<file path="src/rtl/dual_vec_irq.sv">
module dual_vec_irq #(
  parameter int VW = 9,
  parameter logic [VW-1:0] VBASE = 9'o300
) (
  input  logic          clk,
  input  logic          rst,
  input  logic          host_we,
  input  logic [1:0]    host_op,
  input  logic          host_byte,
  input  logic [7:0]    host_wdata,
  input  logic          host_rbyte,
  output logic [7:0]    host_rdata,
  input  logic          dev_cmd_done,
  input  logic          dev_out_post,
  input  logic          irq_ack,
  output logic          irq_req,
  output logic          irq_vec_valid,
  output logic [VW-1:0] irq_vec,
  output logic          eng_run,
  output logic          eng_maint,
  output logic          eng_step
);
  localparam logic [1:0] OP_WR = 2'd0, OP_SET = 2'd1, OP_CLR = 2'd2;
  localparam logic [VW-1:0] VSTEP = VW'(4);

  logic ien_a, ien_b, rqi, in_rdy, out_rdy, hold;
  logic run, maint, step;
  logic wr_lo, wr_hi, host_clr_in, host_clr_out, dev_set_in;
  logic pend_a, pend_b;

  function automatic logic upd(input logic cur, input logic bitv, input logic [1:0] op);
    case (op)
      OP_WR:   upd = bitv;
      OP_SET:  upd = cur | bitv;
      OP_CLR:  upd = cur & ~bitv;
      default: upd = cur;
    endcase
  endfunction

  assign wr_lo = host_we && !host_byte;
  assign wr_hi = host_we && host_byte;
  assign host_clr_in  = wr_lo && ((host_op == OP_WR && !host_wdata[4]) ||
                                  (host_op == OP_CLR && host_wdata[4]));
  assign host_clr_out = wr_lo && ((host_op == OP_WR && !host_wdata[7]) ||
                                  (host_op == OP_CLR && host_wdata[7]));
  assign dev_set_in = run && rqi && !hold && !in_rdy;

  always_ff @(posedge clk) begin
    if (rst) begin
      ien_a <= 1'b0; ien_b <= 1'b0; rqi <= 1'b0;
      in_rdy <= 1'b0; out_rdy <= 1'b0; hold <= 1'b0;
      run <= 1'b0; maint <= 1'b0; step <= 1'b0;
    end else begin
      if (wr_lo) begin
        ien_a <= upd(ien_a, host_wdata[0], host_op);
        ien_b <= upd(ien_b, host_wdata[1], host_op);
        rqi   <= upd(rqi,   host_wdata[5], host_op);
      end
      if (wr_hi) begin
        step  <= upd(step,  host_wdata[0], host_op);
        maint <= upd(maint, host_wdata[1], host_op);
        run   <= upd(run,   host_wdata[7], host_op);
      end
      if (host_clr_in) in_rdy <= 1'b0;
      else if (dev_set_in) in_rdy <= 1'b1;
      if (host_clr_in && in_rdy) hold <= 1'b1;
      else if (dev_cmd_done) hold <= 1'b0;
      if (dev_out_post) out_rdy <= 1'b1;
      else if (host_clr_out) out_rdy <= 1'b0;
    end
  end

  assign pend_a = run && ien_a && in_rdy;
  assign pend_b = run && ien_b && out_rdy;
  assign irq_req = pend_a || pend_b;
  assign irq_vec_valid = irq_ack && irq_req;
  assign irq_vec = !irq_vec_valid ? '0 : (pend_a ? VBASE : VBASE + VSTEP);

  assign host_rdata = host_rbyte ? {run, 5'b0, maint, step}
                                 : {out_rdy, 1'b0, rqi, in_rdy, 2'b0, ien_b, ien_a};
  assign eng_run = run;
  assign eng_maint = maint;
  assign eng_step = step;
endmodule

</file>
<file path="config.mk">
export PLATFORM = sky130hd
export DESIGN_NAME = dual_vec_irq
export DESIGN_NICKNAME = d
export VERILOG_FILES = /design/src/rtl/dual_vec_irq.sv
export SDC_FILE = /design/constraint.sdc
export NUM_CORES = 1
export LEC_CHECK = 0
export BUFFER_PORTS_ARGS = -buffer_cell sky130_fd_sc_hd__buf_2
export CORE_UTILIZATION = 44
export CTS_BUF_LIST = sky130_fd_sc_hd__clkbuf_4 sky130_fd_sc_hd__clkbuf_8
export DETAILED_ROUTE_END_ITERATION = 7
export GPL_TIMING_DRIVEN = 0
export PLACE_DENSITY = 0.86
export REMOVE_ABC_BUFFERS = 1
export SLEW_MARGIN = 15
export SYNTH_ARGS = -nofsm -noshare
export SYNTH_HDL_FRONTEND = slang
export SYNTH_SLANG_ARGS = --single-unit
</file>
<file path="constraint.sdc">
create_clock -name clk -period 1.3 [get_ports clk]
set_clock_uncertainty 0.2 [all_clocks]
set_input_delay 0.065 -clock clk [delete_from_list [all_inputs] [get_ports clk]]
set_output_delay 0.065 -clock clk [all_outputs]
set_load 0.005 [all_outputs]
</file>
==> results of run 1 <==
==> routing by layer <==
layer | part of all wire | track usage | vias to the layer above
met3 | 0.065 | 0.0435 | 6
met2 | 0.52 | 0.369 | 40
met4 | 0.031 | 0.0968 | 0
met5 | 0 | 0 | -
met1 | 0.38 | 0.209 | 302
li1 | - | - | 322
==> worst max-delay path: stages, from the launching register on <==
cell and delay [ns]:
dfxtp_2 0.32, a22o_1 0.23, and3_4 0.18, and2_4 0.13
buf_6 0.10
==> report_power, final <==
part           leakage [nW]  internal [mW]  total (mW)  switching (mW)
registers            0.0744          0.287       0.299          0.0112
logic                 0.367         0.0961       0.191          0.0953
clock network        0.0184          0.139       0.227          0.0888
total                 0.459          0.522       0.717           0.195
==> cells by family (layout without fill, tap and decap cells) <==
group / Yosys count / in the layout / share of synthesized area
adders and majority gates: 5 / 5 / 0.0904
buffers and inverters: 18 / 46 / 0.170
DFF: 9 / 9 / 0.260
muxes: 5 / 5 / 0.0778
AOI/OAI and AO/OA: 21 / 21 / 0.231
other: 1 / 9 / 0.00542
and+or+nand+nor: 17 / 17 / 0.165
==> path summary, 6_finish.rpt <==
path	from	endpoint	slack, ns	depth (start not counted)
worst min register to register	out_rdy	out_rdy	0.33	2
worst max register to register	in_rdy	hold	0.16	4
worst min-delay path	host_we	in_rdy	0.01	4
worst max-delay path	in_rdy	irq_vec[2]	-0.18	4
==> metrics by stage <==
stage | util | TNS (ns) | area (µm²) | hold WS (ns)
floorplan | - | 0 | 623 | -0.0704
global placement | 0.562 | -0.486 | 777 | 0.104
detailed placement | 0.562 | -0.799 | 777 | 0.113
CTS | 0.658 | -0.421 | 910 | 0.0149
global route | 0.697 | -0.808 | 963 | 0.0304
finish | 0.697 | -0.447 | 963 | 0.0143
==> area by class of cell <==
| class | count | area (µm²) |
|---|---|---|
| sequential | 9 | 183 |
| multi-input combinational | 57 | 467 |
| clock buffer | 4 | 30.0 |
| tap | 15 | 18.8 |
| inverter | 5 | 18.8 |
| timing repair buffer | 37 | 246 |
| fill | 103 | 419 |
==> registers in the layout, summed over array words and instances (netlist names) <==
| register | flops |
|---|---|
| eng_run | 1 |
| eng_step | 1 |
| ien_a | 1 |
| out_rdy | 1 |
| in_rdy | 1 |
| eng_maint | 1 |
| ien_b | 1 |
| hold | 1 |
| rqi | 1 |
==> placed cells by master (no fill, tap or decap), drive strengths merged, types with 2 or more instances in the layout <==
master / instances
a211oi: 6
a21oi: 7
and2: 2
buf: 29
clkbuf: 4
conb: 9
dfxtp: 9
dlygate4sd3: 8
ha: 5
inv: 5
mux2: 3
mux2i: 2
nand2b: 2
nor2: 2
nor2b: 6
o22ai: 4
==> what timing repair did <==
action / CTS / global route
setup endpoints to repair: 5 / 10
resized for setup: 3 / 11
pin swaps: 2 / 2
setup buffers: 2 / 0
hold endpoints to repair: 9 / 0
hold buffers: 8 / 0
==> flow_summary.ini, run 1 <==
[synth]
synth_warnings = 0
postSynthAreaPerCell_um2 = 9.10
synth_commonest_cells = buf_4 (11), dfxtp_1 (9), nor2b_1 (6), ha_1 (5), inv_1 (5)
synth_cells = 76
synth_top_area_share = 0.260
yosys-top-cells-area = dfxtp_1 (26%), buf_4 (12%), ha_1 (9.0%)
synth_ff_type = dfxtp_1
synth.largest_area_cell = dfxtp_1
synth_edf_count = 0
synth.most_common_cell = buf_4
ys_async_sr_fraction = 0
netlist_area_um2 = 692
synth_cell_types = 27
ys_seq_area_frac = 0.260
synth_seq_cells = 9

[setup_path]
crit_fanout = 4
crit_type = reg2out
crit_arrival_ns = 1.22
required_ns = 1.03
start_kind = flop
critPathCaptureType = output pin

[route]
postRouteAntennaNets = 0
via_per_inst = 5.28
vias = 670
first_iter_violations = 8
firstDrtPassIters = 5
drc = 0
finalWirelength_um = 1560
drt-wirelength-per-cell_um = 12.3

[power_and_ir_drop]
total_power_mw = 0.717
p_leak_nw = 0.459
powerDensity_nw_per_um2 = 745
ir_drop_v = 0.000457

[grt]
grt.total_usage = 0.199
grt_pass1_vias = 607
antenna_found_initial = 0
grt_pass1_wl_um = 2650
grt-ovfl-total = 0
grt_max_degree = 10

[sta]
post-route-period-util = 1.14
max_freq_mhz = 675
period_needed_ns = 1.48
finalMaxSlewViolations = 0
setup_ws_ns = -0.181
setup_violations = 7
finalHoldViolations = 0
rsz0062_at_grt = true

[die]
rows = 13
dieHeight_um = 41.7
start_util = 0.500
core_region_area_um2 = 1380
die_area_um2 = 1740
ios = 40
fp.dieW_um = 41.7

[cells_and_area]
drive_above_1_share = 0.473
fin_cells = 127
num_antenna_cells = 0
fin_nets = 136
syn_to_final_growth_pct = 39.2

[place]
post-place-ws_ns = -0.189
place_inst = 113
io_buffers = 27
hpwl_um = 1110
gp_congestion = 0.772

[outcome]
violations = setup timing
outcome = finished, violations left

[clock_network]
path_clk_slew_ns = 0.05
cts_tree = yes
clkSinkCount = 9
htree_levels = 1
clock_tree.root_cell = clkbuf_4
clkLatencyLatePin_ns = 0.26
cts_buffers = 3
cts.path.max_buffers = 2

[run]
maxCapViolations = 0

[min_path]
hp-class = in2reg
Note: power is estimated with default switching activity, not from simulation.
==> run 2, diff against run 1 <==
PLACE_DENSITY = 0.83   (was 0.86)
==> flow_summary.ini, run 2 (synthesis gave the netlist of run 1 again) <==
[outcome]
outcome = finished, violations left
violations = setup timing

[sta]
holdWs_ns = 0.0132
max_freq_mhz = 671
finalMaxSlewViolations = 0
post-route-period-util = 1.15
setup_total_negative_slack_ns = -0.489
setup_violations = 7
setup_ws_ns = -0.190
rsz0062_at_grt = true
finalHoldViolations = 0
period_needed_ns = 1.49

[route]
drc = 0
finalWirelength_um = 1460
firstDrtPassIters = 4
postRouteAntennaNets = 0
via_per_inst = 5.07
first_iter_violations = 14
vias = 649
drt-wirelength-per-cell_um = 11.4

[power_and_ir_drop]
ir_drop_v = 0.000456
total_power_mw = 0.707
p_leak_nw = 0.455
powerDensity_nw_per_um2 = 750

[setup_path]
start_kind = flop
crit_type = reg2out
worstPathCellList = a22o_1 -> and3_4 -> and2_4 -> buf_6
crit_slowest_cell = dfxtp_2
crit_arrival_ns = 1.22
critPathCaptureType = output pin
critical_path.max_stage_delay_ns = 0.31
crit_fanout = 4
required_ns = 1.03

[grt]
grt_pass1_wl_um = 2590
grt_pass1_vias = 593
grt.total_usage = 0.200
grt-ovfl-total = 0
antenna_found_initial = 0
grt_max_degree = 10

[clock_network]
path_clk_slew_ns = 0.06
cts_buffers = 3
cts.path.max_buffers = 2
clkSinkCount = 9
cts_tree = yes
clkLatencyLatePin_ns = 0.26
clock_tree.root_cell = clkbuf_4
htree_levels = 1

[die]
ios = 40
start_util = 0.500
rows = 13
core_region_area_um2 = 1380
die_area_um2 = 1740
dieHeight_um = 41.7
fp.dieW_um = 41.7

[place]
io_buffers = 27
place_inst = 113
hpwl_um = 1070
placed_area_um2 = 777
gp_congestion = 0.771
post-place-ws_ns = -0.167

[cells_and_area]
nFillCells = 118
multi_input_area_um2 = 435
num_antenna_cells = 0
fin_nets = 137
drive_above_1_share = 0.416
layout_commonest_cell = buf_2
final_util = 0.681
final-seq-area_um2 = 183
fin_area_um2 = 942
syn_to_final_growth_pct = 36.2
fin_cells = 128
layout_common_cells = buf_2 (25), conb_1 (9), dlygate4sd3_1 (9)

[run]
maxCapViolations = 0

[min_path]
hp-class = in2reg
[run 2: cell count changes in the layout (fill, tap and decap cells not counted)]
cell           before  now
nand2b_4            1    0
nand2b_1            1    2
mux2i_1             1    2
o22ai_2             2    0
a211oi_2            4    3
mux2i_2             1    0
nor2b_2             1    0
o22ai_1             2    4
nor2b_1             5    6
a211oi_1            2    3
dlygate4sd3_1       8    9
[run 2: final cells by class]
class,instances,area share
multi-input cells,57,0.462
repair buffers,38,0.272
flip-flops and latches,9,0.194
clock buffers,4,0.0319
inverters,5,0.0199
well taps,15,0.0199
[run 2: where the power goes]
| group | internal (mW) | switching, mW | total [mW] |
|---|---|---|---|
| logic | 0.0887 | 0.0844 | 0.173 |
| registers | 0.287 | 0.0113 | 0.299 |
| clock network | 0.139 | 0.0962 | 0.235 |
[run 2: what timing repair did]
action | 4_1_cts | 5_1_grt
hold buffers | 9 | 0
gates resized for setup | 3 | 5
pin swaps | 2 | 2
buffers inserted | 2 | 0
hold endpoints to repair | 9 | 0
setup endpoints to repair | 5 | 7
[run 2: routing by layer]
metal  wire (µm)  global-route usage  vias to the layer above
li1            -                   -                      323
met1         586               0.211                      292
met2         768               0.350                       29
met3          64              0.0435                        5
met4          40               0.135                        0
met5           0                   0                        -
[run 2: critical path: cells and delay by family (launching register included)]
family	cells	cell delay, ns
AOI/OAI and AO/OA	1	0.23
and+or+nand+nor	2	0.32
DFF	1	0.31
buffers and inverters	1	0.10
[run 2: final timing paths]
kind              startpoint          to  slack [ns]  cells past startpoint
hold reg to reg      out_rdy     out_rdy        0.32                      2
setup / recovery      in_rdy  irq_vec[2]       -0.19                      4
setup reg to reg      in_rdy        hold        0.17                      4
hold / removal     host_byte       ien_a        0.01                      3
